==> config.mk <==
export PLATFORM = sky130hd
export DESIGN_NAME = cart_snoop_responder
export DESIGN_NICKNAME = d
export VERILOG_FILES = /design/src/rtl/snoop_pkg.sv /design/src/rtl/snoop_match.sv /design/src/rtl/snoop_seq.sv /design/src/rtl/snoop_drive.sv /design/src/rtl/cart_snoop_responder.sv
export SDC_FILE = /design/constraint.sdc
export NUM_CORES = 1
export LEC_CHECK = 0
export BUFFER_PORTS_ARGS = -buffer_cell sky130_fd_sc_hd__buf_2
export CORE_ASPECT_RATIO = 1.1
export CORE_UTILIZATION = 42
export DETAILED_ROUTE_END_ITERATION = 10
export GPL_TIMING_DRIVEN = 0
export MAX_ROUTING_LAYER = met4
export PLACE_DENSITY_LB_ADDON = 0.1
export SYNTH_ARGS = -nofsm -noshare
export SYNTH_HDL_FRONTEND = slang
export SYNTH_SLANG_ARGS = --single-unit
==> constraint.sdc <==
create_clock -name clk -period 2.1 [get_ports clk]
set_input_delay 0.105 -clock clk [delete_from_list [all_inputs] [get_ports clk]]
set_output_delay 0.105 -clock clk [all_outputs]
set_load 0.05 [all_outputs]
==> src/rtl/snoop_pkg.sv <==
package snoop_pkg;

    typedef enum logic [2:0] {
        PH_IDLE,
        PH_STA,
        PH_STX,
        PH_OP,
        PH_LO,
        PH_HI,
        PH_DRV
    } phase_t;

    localparam int WAIT_W   = 3;
    localparam int LD_W     = 2;
    localparam int NUM_LDS  = 3;
    localparam int TRY_W    = 2;

    // cycles skipped before the first checkpoint of each store
    localparam logic [WAIT_W-1:0] STA_SKIP = WAIT_W'(5);
    localparam logic [WAIT_W-1:0] STX_SKIP = WAIT_W'(2);

    typedef struct packed {
        phase_t             ph;
        logic [WAIT_W-1:0]  wt;
        logic [TRY_W-1:0]   tries;
        logic [LD_W-1:0]    ld;
        logic               fault;
    } seq_t;

    function automatic logic [7:0] load_opcode(input logic [LD_W-1:0] idx);
        case (idx)
            2'd0:    return 8'hAE;
            2'd1:    return 8'hAC;
            default: return 8'hAD;
        endcase
    endfunction

    // may this checkpoint be retried once more?
    function automatic logic retry_allowed(input phase_t ph,
                                           input logic [TRY_W-1:0] tries,
                                           input logic [LD_W-1:0] ld);
        case (ph)
            PH_STA:  return tries == '0;
            PH_STX:  return tries < TRY_W'(2);
            PH_OP:   return (ld == '0) && (tries == '0);
            PH_LO:   return tries == '0;
            PH_HI:   return tries == '0;
            default: return 1'b0;
        endcase
    endfunction

    // cycles to skip before the re-check (stall length minus one)
    function automatic logic [WAIT_W-1:0] retry_skip(input phase_t ph,
                                                     input logic [TRY_W-1:0] tries);
        case (ph)
            PH_STX:  return (tries == '0) ? WAIT_W'(2) : WAIT_W'(0);
            PH_OP:   return WAIT_W'(2);
            default: return WAIT_W'(3);
        endcase
    endfunction

endpackage

==> src/rtl/snoop_match.sv <==
module snoop_match
    import snoop_pkg::*;
#(
    parameter int DATA_W = 8,
    localparam int ADDR_W = 2 * DATA_W,
    parameter logic [ADDR_W-1:0] SEL_ADDR  = 16'h5A10,
    parameter logic [ADDR_W-1:0] PORT_ADDR = 16'h5A05
) (
    input  logic [ADDR_W-1:0] bus_addr,
    input  logic [DATA_W-1:0] bus_din,
    input  logic              bus_rw,
    input  logic [LD_W-1:0]   ld,
    output logic              sel_hit,
    output logic              wr_hit,
    output logic              op_hit,
    output logic              lo_hit,
    output logic              hi_hit
);
    localparam logic [DATA_W-1:0] PORT_LO = PORT_ADDR[DATA_W-1:0];
    localparam logic [DATA_W-1:0] PORT_HI = PORT_ADDR[ADDR_W-1:DATA_W];

    always_comb begin
        wr_hit  = !bus_rw;
        sel_hit = !bus_rw && (bus_addr == SEL_ADDR);
        op_hit  = bus_rw && (bus_din == DATA_W'(load_opcode(ld)));
        lo_hit  = bus_rw && (bus_din == PORT_LO);
        hi_hit  = bus_rw && (bus_din == PORT_HI);
    end
endmodule

==> src/rtl/snoop_seq.sv <==
module snoop_seq
    import snoop_pkg::*;
(
    input  logic            clk,
    input  logic            rst_n,
    input  logic            sel_hit,
    input  logic            wr_hit,
    input  logic            op_hit,
    input  logic            lo_hit,
    input  logic            hi_hit,
    output phase_t          ph,
    output logic [LD_W-1:0] ld,
    output logic            fault
);
    localparam logic [LD_W-1:0] LAST_LD = LD_W'(NUM_LDS - 1);

    seq_t seq_d, seq_q;
    logic pass;

    always_comb begin
        case (seq_q.ph)
            PH_STA, PH_STX: pass = wr_hit;
            PH_OP:          pass = op_hit;
            PH_LO:          pass = lo_hit;
            PH_HI:          pass = hi_hit;
            default:        pass = 1'b0;
        endcase
    end

    always_comb begin
        seq_d = seq_q;
        if (sel_hit) begin
            seq_d.ph    = PH_STA;
            seq_d.wt    = STA_SKIP;
            seq_d.tries = '0;
            seq_d.ld    = '0;
            seq_d.fault = 1'b0;
        end else begin
            case (seq_q.ph)
                PH_IDLE: ;
                PH_DRV: begin
                    seq_d.tries = '0;
                    if (seq_q.ld == LAST_LD) begin
                        seq_d.ph = PH_IDLE;
                    end else begin
                        seq_d.ld = seq_q.ld + LD_W'(1);
                        seq_d.ph = PH_OP;
                    end
                end
                default: begin
                    if (seq_q.wt != '0) begin
                        seq_d.wt = seq_q.wt - WAIT_W'(1);
                    end else if (pass) begin
                        seq_d.tries = '0;
                        seq_d.wt    = '0;
                        case (seq_q.ph)
                            PH_STA: begin
                                seq_d.ph = PH_STX;
                                seq_d.wt = STX_SKIP;
                            end
                            PH_STX:  seq_d.ph = PH_OP;
                            PH_OP:   seq_d.ph = PH_LO;
                            PH_LO:   seq_d.ph = PH_HI;
                            default: seq_d.ph = PH_DRV;
                        endcase
                    end else if (retry_allowed(seq_q.ph, seq_q.tries, seq_q.ld)) begin
                        seq_d.tries = seq_q.tries + TRY_W'(1);
                        seq_d.wt    = retry_skip(seq_q.ph, seq_q.tries);
                    end else begin
                        seq_d.ph    = PH_IDLE;
                        seq_d.fault = 1'b1;
                    end
                end
            endcase
        end
    end

    always_ff @(posedge clk) begin
        if (!rst_n) begin
            seq_q <= '{ph: PH_IDLE, wt: '0, tries: '0, ld: '0, fault: 1'b0};
        end else begin
            seq_q <= seq_d;
        end
    end

    assign ph    = seq_q.ph;
    assign ld    = seq_q.ld;
    assign fault = seq_q.fault;
endmodule

==> src/rtl/snoop_drive.sv <==
module snoop_drive
    import snoop_pkg::*;
#(
    parameter int DATA_W = 8,
    parameter int NIB_W  = 4
) (
    input  phase_t            ph,
    input  logic [LD_W-1:0]   ld,
    input  logic              bus_rw,
    input  logic [NIB_W-1:0]  res_lo,
    input  logic [NIB_W-1:0]  res_hi,
    input  logic [NIB_W-1:0]  res_chk,
    output logic [DATA_W-1:0] bus_dout,
    output logic              bus_oe
);
    localparam int PAD_W = DATA_W - NIB_W;

    logic [NIB_W-1:0] nib;

    always_comb begin
        case (ld)
            2'd0:    nib = res_lo;
            2'd1:    nib = res_hi;
            default: nib = res_chk;
        endcase
    end

    assign bus_dout = {{PAD_W{1'b0}}, nib};
    assign bus_oe   = (ph == PH_DRV) && bus_rw;
endmodule

==> src/rtl/cart_snoop_responder.sv <==
module cart_snoop_responder
    import snoop_pkg::*;
#(
    parameter int DATA_W = 8,
    parameter int NIB_W  = 4,
    localparam int ADDR_W = 2 * DATA_W,
    parameter logic [ADDR_W-1:0] SEL_ADDR  = 16'h5A10,
    parameter logic [ADDR_W-1:0] PORT_ADDR = 16'h5A05
) (
    input  logic              clk,
    input  logic              rst_n,
    input  logic [ADDR_W-1:0] bus_addr,
    input  logic [DATA_W-1:0] bus_din,
    input  logic              bus_rw,
    input  logic [NIB_W-1:0]  res_lo,
    input  logic [NIB_W-1:0]  res_hi,
    input  logic [NIB_W-1:0]  res_chk,
    output logic [DATA_W-1:0] bus_dout,
    output logic              bus_oe,
    output logic              fault
);
    logic            sel_hit, wr_hit, op_hit, lo_hit, hi_hit;
    phase_t          ph;
    logic [LD_W-1:0] ld;

    snoop_match #(
        .DATA_W    (DATA_W),
        .SEL_ADDR  (SEL_ADDR),
        .PORT_ADDR (PORT_ADDR)
    ) u_match (
        .bus_addr (bus_addr),
        .bus_din  (bus_din),
        .bus_rw   (bus_rw),
        .ld       (ld),
        .sel_hit  (sel_hit),
        .wr_hit   (wr_hit),
        .op_hit   (op_hit),
        .lo_hit   (lo_hit),
        .hi_hit   (hi_hit)
    );

    snoop_seq u_seq (
        .clk     (clk),
        .rst_n   (rst_n),
        .sel_hit (sel_hit),
        .wr_hit  (wr_hit),
        .op_hit  (op_hit),
        .lo_hit  (lo_hit),
        .hi_hit  (hi_hit),
        .ph      (ph),
        .ld      (ld),
        .fault   (fault)
    );

    snoop_drive #(
        .DATA_W (DATA_W),
        .NIB_W  (NIB_W)
    ) u_drive (
        .ph       (ph),
        .ld       (ld),
        .bus_rw   (bus_rw),
        .res_lo   (res_lo),
        .res_hi   (res_hi),
        .res_chk  (res_chk),
        .bus_dout (bus_dout),
        .bus_oe   (bus_oe)
    );
endmodule

==> impl_results.html, run 1 <==
<table>
<tr><th>Metric</th><th>Value</th></tr>
<tr><th colspan="2">Cells and area</th></tr>
<tr><td>NumNets Final</td><td>approximately 240</td></tr>
<tr><td>Register cell area after layout</td><td>226.5 µm²</td></tr>
<tr><td>Area of combinational cells with multiple inputs</td><td>slightly above 800 µm²</td></tr>
<tr><td>Area growth from synthesis to final layout</td><td>40.00%</td></tr>
<tr><td>Final design area excluding fillers</td><td>1471 µm²</td></tr>
<tr><td>Share of post-route cells with drive strength above 1</td><td>41.54%</td></tr>
<tr><td>Antenna fix cells</td><td>0</td></tr>
<tr><td>Number of inserted filler cells in the final layout</td><td>between 200 and 250</td></tr>
<tr><th colspan="2">Floorplanning</th></tr>
<tr><td>Die Span X</td><td>just under 50 µm</td></tr>
<tr><td>Starting density of the core</td><td>45.75%</td></tr>
<tr><td>Core Footprint</td><td>2297 µm²</td></tr>
<tr><td>Die H</td><td>54.47 µm</td></tr>
<tr><td>Num ports</td><td>between 40 and 50</td></tr>
<tr><td>Floorplan row count</td><td>18</td></tr>
<tr><td>Area enclosed by the die boundary</td><td>2707 µm²</td></tr>
<tr><th colspan="2">STA</th></tr>
<tr><td>Final hold violation count</td><td>0</td></tr>
<tr><td>Hold slack final</td><td>about 0.10 ns</td></tr>
<tr><td>Max Clk Rate</td><td>~460 MHz</td></tr>
<tr><td>Part of the cycle the worst path needs</td><td>103.8%</td></tr>
<tr><td>Final max-slew violation count</td><td>0</td></tr>
<tr><td>Normalized max-slew margin</td><td>48.85%</td></tr>
<tr><td># setup viols final</td><td>2</td></tr>
<tr><td>Sum Neg Setup Slack</td><td>-0.1036 ns</td></tr>
<tr><td>Setup repair after global routing missed its margin</td><td>true</td></tr>
<tr><td>Fin worst setup slack</td><td>-0.08004 ns</td></tr>
<tr><td>Shortest period the worst path allows</td><td>between 2 and 2.5 ns</td></tr>
<tr><td>Measured slew at the worst slew-check pin</td><td>0.7613 ns</td></tr>
<tr><td>Largest clock skew in the final design</td><td>between 0.01 and 0.015 ns</td></tr>
<tr><th colspan="2">Synthesis</th></tr>
<tr><td>Cell count after synthesis</td><td>140</td></tr>
<tr><td>Proportion of synthesized chip area in sequential cells</td><td>20.95%</td></tr>
<tr><td>Most common flop cell mapped by yosys</td><td>dfxtp_1</td></tr>
<tr><td>Average footprint of a synthesized cell</td><td>7.507 µm²</td></tr>
<tr><td>Fraction of synthesis flops using an asynchronous set or reset pin</td><td>0%</td></tr>
<tr><td>Netlist area before placement</td><td>roughly 1100 µm²</td></tr>
<tr><td>Netlist cell types</td><td>47</td></tr>
<tr><td>Number of flops mapped to enable cells by yosys</td><td>0</td></tr>
<tr><td>Synth Warn #</td><td>0</td></tr>
<tr><td>Yosys reg bits</td><td>11</td></tr>
<tr><th colspan="2">Critical path</th></tr>
<tr><td>Arrival time reported for the critical path endpoint</td><td>2.33 ns</td></tr>
<tr><td>Startpoint types</td><td>register</td></tr>
<tr><td>Crit Path Max Fanout</td><td>8</td></tr>
<tr><td>Data required time at the worst endpoint</td><td>2.25 ns</td></tr>
<tr><td>Endpoint class of the critical path</td><td>register</td></tr>
<tr><td>Critical setup path kind</td><td>reg -&gt; reg</td></tr>
<tr><th colspan="2">Power</th></tr>
<tr><td>Max VDD drop</td><td>about 0.00054 V</td></tr>
<tr><td>Pint</td><td>between 500 and 600 µW</td></tr>
<tr><td>Combinational cell fraction of total power</td><td>roughly 59%</td></tr>
<tr><td>Portion of total power attributed to sequential cells</td><td>around a quarter</td></tr>
<tr><td>Net Sw Frac</td><td>42.38%</td></tr>
<tr><td>PwrDens</td><td>roughly 690 nW/µm²</td></tr>
<tr><td>Reported leakage power</td><td>~0.67 nW</td></tr>
<tr><td>Clock share of power</td><td>between 10% and 20%</td></tr>
<tr><td>Switching power</td><td>between 400 and 500 µW</td></tr>
<tr><td>Total chip power</td><td>1.011 mW</td></tr>
<tr><th colspan="2">Clocking</th></tr>
<tr><td>Level count of the clock H-tree</td><td>1</td></tr>
<tr><td>CTS tree</td><td>done</td></tr>
<tr><td>Clock-pin transition on the worst setup and hold timing paths</td><td>0.06 ns</td></tr>
<tr><td>Later-pin clock latency in the skew report</td><td>about 0.28 ns</td></tr>
<tr><td>TritonCTS buffer count</td><td>3</td></tr>
<tr><td>Num Clock Sinks</td><td>11</td></tr>
<tr><td>Post-cts hold buffer count</td><td>0</td></tr>
<tr><td>Maximum clock insertion buffer count</td><td>2</td></tr>
<tr><td>Buffer cell driving the clock tree root</td><td>clkbuf_4</td></tr>
<tr><th colspan="2">Placement</th></tr>
<tr><td>Placed standard-cell area</td><td>roughly 1300 µm²</td></tr>
<tr><td>PortBufs</td><td>44</td></tr>
<tr><td>Detailed Place HPWL</td><td>2.011 mm</td></tr>
<tr><td>RePlAce Congestion</td><td>between 0.7 and 0.8</td></tr>
<tr><th colspan="2">Detailed routing</th></tr>
<tr><td>Average via count per standard cell</td><td>between 5 and 6</td></tr>
<tr><td>Detailed-routing iteration count for the pre-antenna-repair pass</td><td>4</td></tr>
<tr><td>Total via count in the routed design</td><td>around 1,200</td></tr>
<tr><td>Count of antenna-violating nets left after detailed routing</td><td>0</td></tr>
<tr><td>Total wire length</td><td>between 2 and 3 mm</td></tr>
<tr><td>Residual DRC count</td><td>0</td></tr>
<tr><td>WL/cell</td><td>between 10 and 15 µm</td></tr>
<tr><td>Initial DRC Count</td><td>46</td></tr>
<tr><th colspan="2">Global route</th></tr>
<tr><td>GR Util All Layers</td><td>between 20% and 30%</td></tr>
<tr><td>Remaining Overflow, GRT</td><td>0</td></tr>
<tr><td>Antenna violations before repair</td><td>0</td></tr>
<tr><td>Number of global-route vias before repair</td><td>slightly above 1,000</td></tr>
<tr><td>Pin count of the biggest net entering global routing</td><td>11</td></tr>
<tr><td>Wire length of the first global-routing pass</td><td>4.091 mm</td></tr>
<tr><th colspan="2">Hold path</th></tr>
<tr><td>Hold/Removal Path Class</td><td>in -&gt; reg</td></tr>
<tr><th colspan="2">Outcome</th></tr>
<tr><td>Status</td><td>complete, but fails checks</td></tr>
<tr><td>Violated checks</td><td>negative setup slack</td></tr>
<tr><th colspan="2">Flow run</th></tr>
<tr><td>Max capacitance violation total</td><td>0</td></tr>
</table>
[layout make-up]
class	count	share of cell area, %
buffer	9	4.847
inverter	8	2.211
timing repair buffer	48	16.84
multi-input combinational	115	56.38
sequential	11	15.39
tap	30	2.551
clock buffer	4	1.786
[cells by family after synthesis]
family                   synth area share, %
flip-flops                             20.95
adder cells (fa/ha/maj)                7.143
XOR/XNOR                               2.500
multiplexers                          0.9524
AND/OR/NAND/NOR                        37.02
buffers and inverters                  9.404
other                                 0.3568
AO/OA/AOI/OAI                          21.67
[worst max-delay path: stages, from the launching register on]
cell	delay [ns]
dfxtp_4	0.38
inv_4	0.04
ha_4	0.18
nor2_4	0.11
o21ai_2	0.07
xor2_1	0.14
o2111a_1	0.18
buf_6	0.14
o41a_1	0.46
buf_4	0.17
nor3_4	0.12
nor3b_2	0.06
[cell usage in the layout (no fill, tap or decap), drive strengths merged, types with 2 or more instances in the layout]
cell and count:
nor2b 2, nand4 2, nand2 20, ha 6, o21ai 6, a21boi 2
dfxtp 11, nor3 8, nand2b 3, nor4bb 3, conb 4, clkbuf 6
a21oi 3, xnor2 2, a31oi 2, nor4b 2, a22oi 5, nor2 17
a211oi 2, nor3b 3, and3b 2, inv 8, buf 55, or4b 2
o31ai 3, nor4 2
[registers in the layout (all words and copies together) (netlist names)]
signal and cells:
u_seq.seq_q 5, u_seq.fault 1, u_seq.ph 3, u_seq.ld 2
[cells in the mapped netlist, types with 3 or more instances]
cell type,number,share of area [%]
nand2_1,20,7.1
nor2_1,16,5.7
dfxtp_1,11,21
inv_1,8,2.9
nor3_1,7,3.3
ha_1,6,7.1
a22oi_1,5,3.6
buf_4,5,3.6
o21ai_0,5,2.4
a21oi_1,3,1.4
nand2b_1,3,1.8
nor3b_1,3,2.1
nor4bb_1,3,2.9
o31ai_1,3,2.1
[routing by layer]
metal	track usage (%)	part of all wire, %	up-vias
li1	-	-	615
met1	22.37	42	529
met2	37.61	48	73
met3	2.222	8.6	6
met4	7.143	1.4	0
met5	-	0	-
[repair_timing]
item                       in CTS  in global routing
resized for setup               7                 16
buffers inserted                1                  2
pin swaps                       5                  7
gates cloned                    0                  1
setup endpoints to repair       8                  7
hold endpoints to repair        0                  0
[stage by stage]
stage / std cells / setup slack, ns / util, %
final: 225 / -0.08004 / 64.05
after global routing: 225 / -0.1702 / 64.05
after CTS: 222 / 0.001740 / 60.68
after detailed placement: 217 / -0.1892 / 57.57
after global placement: 217 / -0.1806 / 57.57
after floorplan: 143 / 0.03032 / -
[worst paths after layout]
check	end	slack, ns	cells past startpoint	startpoint
worst max-delay path	u_seq.seq_q[5]$_SDFFE_PN0P_	-0.08	11	u_seq.ld[0]$_SDFFE_PP0P_
worst min-delay path	u_seq.ph[0]$_SDFFE_PN0P_	0.1	3	rst_n
worst max register to register	u_seq.seq_q[5]$_SDFFE_PN0P_	-0.08	11	u_seq.ld[0]$_SDFFE_PP0P_
worst min register to register	u_seq.fault$_SDFFE_PP0P_	0.48	2	u_seq.fault$_SDFFE_PP0P_
[power groups by stage]
stage / Sequential (mW) / Clock, mW / Combinational (mW)
CTS: 0.265 / 0.147 / 0.516
detailed placement: 0.269 / 0 / 0.494
global placement: 0.267 / 0 / 0.482
finish: 0.270 / 0.149 / 0.593
floorplan: 0.278 / 0 / 0.367
global route: 0.276 / 0.162 / 0.654
Power figures use the tool's default switching activity.
==> run 2, diff against run 1 <==
TNS_END_PERCENT = 5   (was not set)
==> run 2 against run 1 <==
  * The flow still finishes with violations (negative setup slack)
  * Sequential share of layout area rose by 0.19 points
  * Clock skew fell by 0.0019 ns
  * Largest cell class unchanged
  * Critical path depth did not move
  * Global-route usage did not move
  * Core utilization fell by 0.76 points
==> impl_results.html, run 2 (synthesis gave the netlist of run 1 again) <==
<table>
<tr><th>Metric</th><th>Value</th></tr>
<tr><th colspan="2">Power</th></tr>
<tr><td>Net Sw Frac</td><td>a little over two fifths</td></tr>
<tr><td>Reported leakage power</td><td>~0.66 nW</td></tr>
<tr><td>Switching power</td><td>423.1 µW</td></tr>
<tr><td>Max VDD drop</td><td>about 0.00048 V</td></tr>
<tr><td>Pint</td><td>about 570 µW</td></tr>
<tr><td>Portion of total power attributed to sequential cells</td><td>around 27%</td></tr>
<tr><td>PwrDens</td><td>around 700 nW/µm²</td></tr>
<tr><td>Combinational cell fraction of total power</td><td>~58%</td></tr>
<tr><td>Clock share of power</td><td>~15%</td></tr>
<tr><th colspan="2">STA</th></tr>
<tr><td>Largest clock skew in the final design</td><td>about 0.0098 ns</td></tr>
<tr><td>Max Clk Rate</td><td>between 400 and 500 MHz</td></tr>
<tr><td>Measured slew at the worst slew-check pin</td><td>between 0.7 and 0.8 ns</td></tr>
<tr><td>Hold slack final</td><td>around 0.093 ns</td></tr>
<tr><td>Setup repair after global routing missed its margin</td><td>true</td></tr>
<tr><td># setup viols final</td><td>1</td></tr>
<tr><td>Shortest period the worst path allows</td><td>about 2.2 ns</td></tr>
<tr><td>Normalized max-slew margin</td><td>between 50% and 60%</td></tr>
<tr><td>Final max-slew violation count</td><td>0</td></tr>
<tr><td>Fin worst setup slack</td><td>-0.05333 ns</td></tr>
<tr><td>Part of the cycle the worst path needs</td><td>102.5%</td></tr>
<tr><td>Final hold violation count</td><td>0</td></tr>
<tr><th colspan="2">Cells and area</th></tr>
<tr><td>Area growth from synthesis to final layout</td><td>38.33%</td></tr>
<tr><td>Area of combinational cells with multiple inputs</td><td>roughly 820 µm²</td></tr>
<tr><td>Share of post-route cells with drive strength above 1</td><td>40.41%</td></tr>
<tr><td>Leading cell type in the layout, fill and taps excluded</td><td>buf_2</td></tr>
<tr><td>Flip-flop count of the largest register after layout</td><td>5</td></tr>
<tr><td>Antenna fix cells</td><td>0</td></tr>
<tr><td>Finished Layout Cells</td><td>roughly 220</td></tr>
<tr><td>Commonest non-fill, non-tap cells in the layout</td><td>44 x buf_2, 20 x nand2_1, 16 x nor2_1</td></tr>
<tr><td>NumNets Final</td><td>around 240</td></tr>
<tr><td>Register cell area after layout</td><td>226.5 µm²</td></tr>
<tr><td>Number of inserted filler cells in the final layout</td><td>210</td></tr>
<tr><td>Register with the highest flop count</td><td>u_seq.seq_q</td></tr>
<tr><th colspan="2">Detailed routing</th></tr>
<tr><td>Initial DRC Count</td><td>39</td></tr>
<tr><td>Average via count per standard cell</td><td>5.426</td></tr>
<tr><td>Count of antenna-violating nets left after detailed routing</td><td>0</td></tr>
<tr><td>Total wire length</td><td>around 2.7 mm</td></tr>
<tr><td>WL/cell</td><td>between 10 and 15 µm</td></tr>
<tr><td>Detailed-routing iteration count for the pre-antenna-repair pass</td><td>4</td></tr>
<tr><td>Residual DRC count</td><td>0</td></tr>
<tr><td>Total via count in the routed design</td><td>1,210</td></tr>
<tr><th colspan="2">Clocking</th></tr>
<tr><td>CTS tree</td><td>done</td></tr>
<tr><td>TritonCTS buffer count</td><td>3</td></tr>
<tr><td>Num Clock Sinks</td><td>11</td></tr>
<tr><td>Clock-pin transition on the worst setup and hold timing paths</td><td>0.06 ns</td></tr>
<tr><td>Buffer cell driving the clock tree root</td><td>clkbuf_4</td></tr>
<tr><td>Later-pin clock latency in the skew report</td><td>roughly 0.28 ns</td></tr>
<tr><td>Level count of the clock H-tree</td><td>1</td></tr>
<tr><td>Maximum clock insertion buffer count</td><td>2</td></tr>
<tr><th colspan="2">Flow run</th></tr>
<tr><td>Max capacitance violation total</td><td>0</td></tr>
<tr><th colspan="2">Critical path</th></tr>
<tr><td>Launch instance of the worst register-to-register path</td><td>u_seq.ld[0]$_SDFFE_PP0P_</td></tr>
<tr><td>Crit Path Max Fanout</td><td>9</td></tr>
<tr><td>Startpoint types</td><td>register</td></tr>
<tr><td>Critical setup path kind</td><td>reg -&gt; reg</td></tr>
<tr><td>CP startpoint</td><td>u_seq.ld[0]$_SDFFE_PP0P_</td></tr>
<tr><td>Endpoint class of the critical path</td><td>register</td></tr>
<tr><td>Data required time at the worst endpoint</td><td>about 2.3 ns</td></tr>
<tr><td>Arrival time reported for the critical path endpoint</td><td>~2.3 ns</td></tr>
<tr><th colspan="2">Floorplanning</th></tr>
<tr><td>Die Span X</td><td>49.70 µm</td></tr>
<tr><td>Num ports</td><td>roughly 50</td></tr>
<tr><td>Die H</td><td>54.47 µm</td></tr>
<tr><td>Area enclosed by the die boundary</td><td>2707 µm²</td></tr>
<tr><td>Floorplan row count</td><td>18</td></tr>
<tr><td>Starting density of the core</td><td>45.75%</td></tr>
<tr><td>Core Footprint</td><td>2297 µm²</td></tr>
<tr><th colspan="2">Global route</th></tr>
<tr><td>Wire length of the first global-routing pass</td><td>about 4 mm</td></tr>
<tr><td>Remaining Overflow, GRT</td><td>0</td></tr>
<tr><td>Number of global-route vias before repair</td><td>1,032</td></tr>
<tr><td>Pin count of the biggest net entering global routing</td><td>11</td></tr>
<tr><td>Antenna violations before repair</td><td>0</td></tr>
<tr><td>GR Util All Layers</td><td>between 20% and 30%</td></tr>
<tr><th colspan="2">Outcome</th></tr>
<tr><td>Violated checks</td><td>negative setup slack</td></tr>
<tr><td>Status</td><td>complete, but fails checks</td></tr>
<tr><th colspan="2">Hold path</th></tr>
<tr><td>Hold/Removal Path Class</td><td>in -&gt; reg</td></tr>
<tr><td>Worst hold start</td><td>rst_n</td></tr>
<tr><th colspan="2">Placement</th></tr>
<tr><td>DP Worst Slack</td><td>-0.1892 ns</td></tr>
<tr><td>RePlAce Congestion</td><td>0.7657</td></tr>
<tr><td>Detailed Place HPWL</td><td>between 2 and 2.5 mm</td></tr>
<tr><td>PortBufs</td><td>44</td></tr>
<tr><td>Count of placed standard cells including taps</td><td>roughly 220</td></tr>
</table>
run 2: cell types whose count changed in the layout (fill, tap and decap cells not counted), sizes merged:
cell | before | now
buf | 55 | 53
run 2: timing repair:
item | in CTS | in global routing
endpoints found under the hold margin | 0 | 0
hold buffers | 0 | 0
setup endpoints to repair | 8 | 7
buffers inserted | 1 | 1
pin swaps | 5 | 5
resized for setup | 7 | 14
run 2: power groups by stage:
stage          Combinational, mW  Clock, mW  Sequential [mW]
3_5_place_dp               0.494          0            0.269
3_3_place_gp               0.482          0            0.267
5_1_grt                    0.635      0.161            0.275
4_1_cts                    0.516      0.147            0.265
6_report                   0.577      0.150            0.271
2_1_floorplan              0.367          0            0.278
run 2: through the flow:
step                cell area, µm²  util [%]  power, mW  TNS (ns)
floorplan                     1065         -     0.6456         0
global placement              1323     57.57     0.7490   -0.6211
detailed placement            1323     57.57     0.7632   -0.7711
CTS                           1394     60.68     0.9279         0
global route                  1454     63.29      1.072   -0.2834
finish                        1454     63.29     0.9976  -0.05333
run 2: critical path, cell delays in order, from the launching register on:
cell	delay, ns
dfxtp_4	0.38
inv_4	0.04
ha_4	0.18
nor2_4	0.11
o21ai_2	0.07
xor2_1	0.14
o2111a_1	0.15
buf_6	0.14
o41a_1	0.46
buf_4	0.17
nor3_4	0.13
nor3b_2	0.06
run 2: area by class of cell:
class	instances	area share [%]
sequential	11	15.58
inverter	8	2.238
clock buffer	4	1.807
tap	30	2.582
timing repair buffer	46	16.18
multi-input combinational	115	56.71
buffer	9	4.905
run 2: worst paths after layout:
kind,to,slack (ns),cells after the start
worst max-delay path,u_seq.seq_q[5]$_SDFFE_PN0P_,-0.05,11
worst min-delay path,u_seq.ph[0]$_SDFFE_PN0P_,0.09,3
worst max register to register,u_seq.seq_q[5]$_SDFFE_PN0P_,-0.05,11
worst min register to register,u_seq.fault$_SDFFE_PP0P_,0.48,2
run 2: metal layers:
metal / vias up / share of wire (%) / GRT usage [%]
met5: - / 0 / -
met4: 0 / 1.3 / 7.143
met3: 5 / 7.9 / 2.222
met2: 61 / 49 / 37.61
met1: 532 / 42 / 22.37
li1: 612 / - / -
==> run 3, diff against run 2 <==
PLACE_DENSITY_LB_ADDON = 0.2   (was 0.1)
==> run 3 against run 2 <==
  * Sequential power fell by 3%
  * Critical endpoint unchanged
  * Critical path depth fell by 3
  * Cell count fell by 0.45%
  * Power fell by 4.8%
  * Via count fell by 2.0%
  * Sequential cell count did not move
  * Combinational power fell by 8.5%
  * Critical path type unchanged
  * The run still ends with negative setup slack left
  * Die area did not move
==> impl_results.html, run 3 (synthesis gave the netlist of run 1 again) <==
<table>
<tr><th>Metric</th><th>Value</th></tr>
<tr><th colspan="2">Cells and area</th></tr>
<tr><td>Leading cell type in the layout, fill and taps excluded</td><td>buf_2</td></tr>
<tr><td>Flip-flop count of the largest register after layout</td><td>5</td></tr>
<tr><td>Commonest non-fill, non-tap cells in the layout</td><td>45 x buf_2, 20 x nand2_1, 16 x nor2_1</td></tr>
<tr><td>Final design area excluding fillers</td><td>~1400 µm²</td></tr>
<tr><td>Share of post-route cells with drive strength above 1</td><td>about 39%</td></tr>
<tr><td>NumNets Final</td><td>roughly 240</td></tr>
<tr><td>Antenna fix cells</td><td>0</td></tr>
<tr><td>Area growth from synthesis to final layout</td><td>35.48%</td></tr>
<tr><td>Number of inserted filler cells in the final layout</td><td>between 200 and 250</td></tr>
<tr><td>Register with the highest flop count</td><td>u_seq.seq_q</td></tr>
<tr><th colspan="2">Flow run</th></tr>
<tr><td>Max capacitance violation total</td><td>0</td></tr>
<tr><th colspan="2">Detailed routing</th></tr>
<tr><td>Initial DRC Count</td><td>27</td></tr>
<tr><td>Total length of routed met3 wires</td><td>a little over 200 µm</td></tr>
<tr><td>Count of antenna-violating nets left after detailed routing</td><td>0</td></tr>
<tr><td>Routed metal-1 wirelength</td><td>1.140 mm</td></tr>
<tr><td>Detailed-routing iteration count for the pre-antenna-repair pass</td><td>4</td></tr>
<tr><td>Total wire length</td><td>around 2.7 mm</td></tr>
<tr><td>WL/cell</td><td>between 10 and 15 µm</td></tr>
<tr><td>Total via count in the routed design</td><td>around 1,200</td></tr>
<tr><td>Met2 wirelength from detailed routing</td><td>roughly 1.3 mm</td></tr>
<tr><td>Uppermost metal layer occupied by signal nets</td><td>met4</td></tr>
<tr><td>Average via count per standard cell</td><td>between 5 and 6</td></tr>
<tr><td>Residual DRC count</td><td>0</td></tr>
<tr><th colspan="2">Critical path</th></tr>
<tr><td>Crit-path leading delay family</td><td>compound AO/OA/AOI/OAI gates</td></tr>
<tr><td>Arrival time reported for the critical path endpoint</td><td>about 2.3 ns</td></tr>
<tr><td>Endpoint class of the critical path</td><td>register</td></tr>
<tr><td>Data required time at the worst endpoint</td><td>2.27 ns</td></tr>
<tr><td>Worst path slowest cell</td><td>a2111oi_2</td></tr>
<tr><td>Critical path, cell by cell</td><td>and2b_4 &gt; nand2_1 &gt; a2111oi_2 &gt; o2111a_1 &gt; buf_6 &gt; o41a_1 &gt; nor4bb_1 &gt; nor3b_1</td></tr>
<tr><td>Crit Path Max Fanout</td><td>9</td></tr>
<tr><td>Startpoint types</td><td>register</td></tr>
<tr><td>Largest stage delay on the critical path</td><td>0.36 ns</td></tr>
<tr><td>Critical setup path kind</td><td>reg -&gt; reg</td></tr>
<tr><td>Slack of the worst reg-to-reg path</td><td>-0.002 ns</td></tr>
<tr><td>Count of buffer and inverter cells on the critical path</td><td>1</td></tr>
<tr><th colspan="2">Global route</th></tr>
<tr><td>Remaining Overflow, GRT</td><td>0</td></tr>
<tr><td>GR Util All Layers</td><td>roughly a quarter</td></tr>
<tr><td>Antenna violations before repair</td><td>0</td></tr>
<tr><td>Pin count of the biggest net entering global routing</td><td>11</td></tr>
<tr><td>Wire length of the first global-routing pass</td><td>4.602 mm</td></tr>
<tr><td>Number of global-route vias before repair</td><td>about 1,100</td></tr>
<tr><th colspan="2">Placement</th></tr>
<tr><td>Placed standard-cell area</td><td>around 1300 µm²</td></tr>
<tr><td>PortBufs</td><td>44</td></tr>
<tr><td>RePlAce Congestion</td><td>slightly above 0.8</td></tr>
<tr><td>Detailed Place HPWL</td><td>slightly above 2 mm</td></tr>
<tr><th colspan="2">STA</th></tr>
<tr><td>Final max-slew violation count</td><td>0</td></tr>
<tr><td>Setup repair after global routing missed its margin</td><td>true</td></tr>
<tr><td>Max Clk Rate</td><td>~480 MHz</td></tr>
<tr><td># setup viols final</td><td>1</td></tr>
<tr><td>Part of the cycle the worst path needs</td><td>100.1%</td></tr>
<tr><td>Fin worst setup slack</td><td>-0.002258 ns</td></tr>
<tr><td>Final hold violation count</td><td>0</td></tr>
<tr><td>Largest clock skew in the final design</td><td>between 0.01 and 0.015 ns</td></tr>
<tr><td>Shortest period the worst path allows</td><td>2.102 ns</td></tr>
<tr><th colspan="2">Clocking</th></tr>
<tr><td>Buffer cell driving the clock tree root</td><td>clkbuf_4</td></tr>
<tr><td>Level count of the clock H-tree</td><td>1</td></tr>
<tr><td>Num Clock Sinks</td><td>11</td></tr>
<tr><td>Later-pin clock latency in the skew report</td><td>between 0.2 and 0.3 ns</td></tr>
<tr><td>TritonCTS buffer count</td><td>3</td></tr>
<tr><td>CTS tree</td><td>done</td></tr>
<tr><td>Maximum clock insertion buffer count</td><td>2</td></tr>
<tr><td>Clock-pin transition on the worst setup and hold timing paths</td><td>around 0.07 ns</td></tr>
<tr><th colspan="2">Power</th></tr>
<tr><td>Switching power</td><td>between 400 and 500 µW</td></tr>
<tr><td>Net Sw Frac</td><td>42.86%</td></tr>
<tr><td>Max VDD drop</td><td>0.0005628 V</td></tr>
<tr><td>Pint</td><td>roughly 540 µW</td></tr>
<tr><td>PwrDens</td><td>667.3 nW/µm²</td></tr>
<tr><td>Clock share of power</td><td>approximately 17%</td></tr>
<tr><td>Total chip power</td><td>~950 µW</td></tr>
<tr><td>Combinational cell fraction of total power</td><td>around 56%</td></tr>
<tr><td>Reported leakage power</td><td>approximately 0.65 nW</td></tr>
<tr><td>Portion of total power attributed to sequential cells</td><td>27.7%</td></tr>
<tr><th colspan="2">Floorplanning</th></tr>
<tr><td>Die Span X</td><td>49.70 µm</td></tr>
<tr><td>Die H</td><td>around 54 µm</td></tr>
<tr><td>Num ports</td><td>49</td></tr>
<tr><td>Core Footprint</td><td>roughly 2300 µm²</td></tr>
<tr><td>Floorplan row count</td><td>18</td></tr>
<tr><td>Starting density of the core</td><td>a little under half</td></tr>
<tr><td>Area enclosed by the die boundary</td><td>approximately 2700 µm²</td></tr>
<tr><th colspan="2">Hold path</th></tr>
<tr><td>Hold/Removal Path Class</td><td>in -&gt; reg</td></tr>
<tr><th colspan="2">Outcome</th></tr>
<tr><td>Violated checks</td><td>negative setup slack</td></tr>
<tr><td>Status</td><td>complete, but fails checks</td></tr>
</table>
## run 3: per-stage QoR
step	setup slack (ns)	util, %	hold slack (ns)	std cells	setup TNS (ns)
6_report	-0.002258	61.98	0.08284	222	-0.002258
2_1_floorplan	0.03032	-	0.2340	143	0
4_1_cts	0.006199	60.62	0.08053	222	0
3_5_place_dp	-0.2020	57.57	0.3741	217	-0.7466
5_1_grt	-0.1071	61.98	0.08773	222	-0.3276
3_3_place_gp	-0.1665	57.57	0.3767	217	-0.4762
## run 3: cell type report
type                    count  area (µm²)  area share [%]
repair buffers             45       227.7           15.99
well taps                  30       37.54           2.636
clock buffers               4       26.28           1.845
inverters                   8       30.03           2.109
multi-input cells         115       809.5           56.85
flip-flops and latches     11       224.0           15.73
plain buffers               9       68.82           4.833
## run 3: worst min-delay path: cells and delay by family
family	cells	cell delay [ns]
AO/OA/AOI/OAI	2	0.10
buffers and inverters	1	0.12
## run 3: worst paths after layout
kind / endpoint / from / cells after the start
hold / removal: u_seq.ph[0]$_SDFFE_PN0P_ / rst_n / 3
hold reg to reg: u_seq.fault$_SDFFE_PP0P_ / u_seq.fault$_SDFFE_PP0P_ / 2
setup reg to reg: u_seq.seq_q[5]$_SDFFE_PN0P_ / u_seq.ph[1]$_SDFFE_PP0P_ / 8
setup / recovery: u_seq.seq_q[5]$_SDFFE_PN0P_ / u_seq.ph[1]$_SDFFE_PP0P_ / 8
## run 3: timing repair
item / 4_1_cts / 5_1_grt
setup endpoints to repair: 8 / 7
buffers inserted: 1 / 0
pin swaps: 4 / 0
hold buffers: 0 / 0
gates resized for setup: 7 / 8
cloned: 0 / 0
## run 3: power by group through the flow
stage                     Clock [mW]  Combinational [mW]  Sequential (mW)
after CTS                      0.160               0.511            0.264
after global placement             0               0.482            0.268
final                          0.159               0.528            0.263
after floorplan                    0               0.367            0.278
after detailed placement           0               0.495            0.269
after global routing           0.173               0.588            0.268
## run 3: metal layers
layer / vias up / global-route usage [%]
met5: - / -
li1: 604 / -
met4: 0 / 14.29
met1: 514 / 23.71
met3: 9 / 4.444
met2: 59 / 42.57
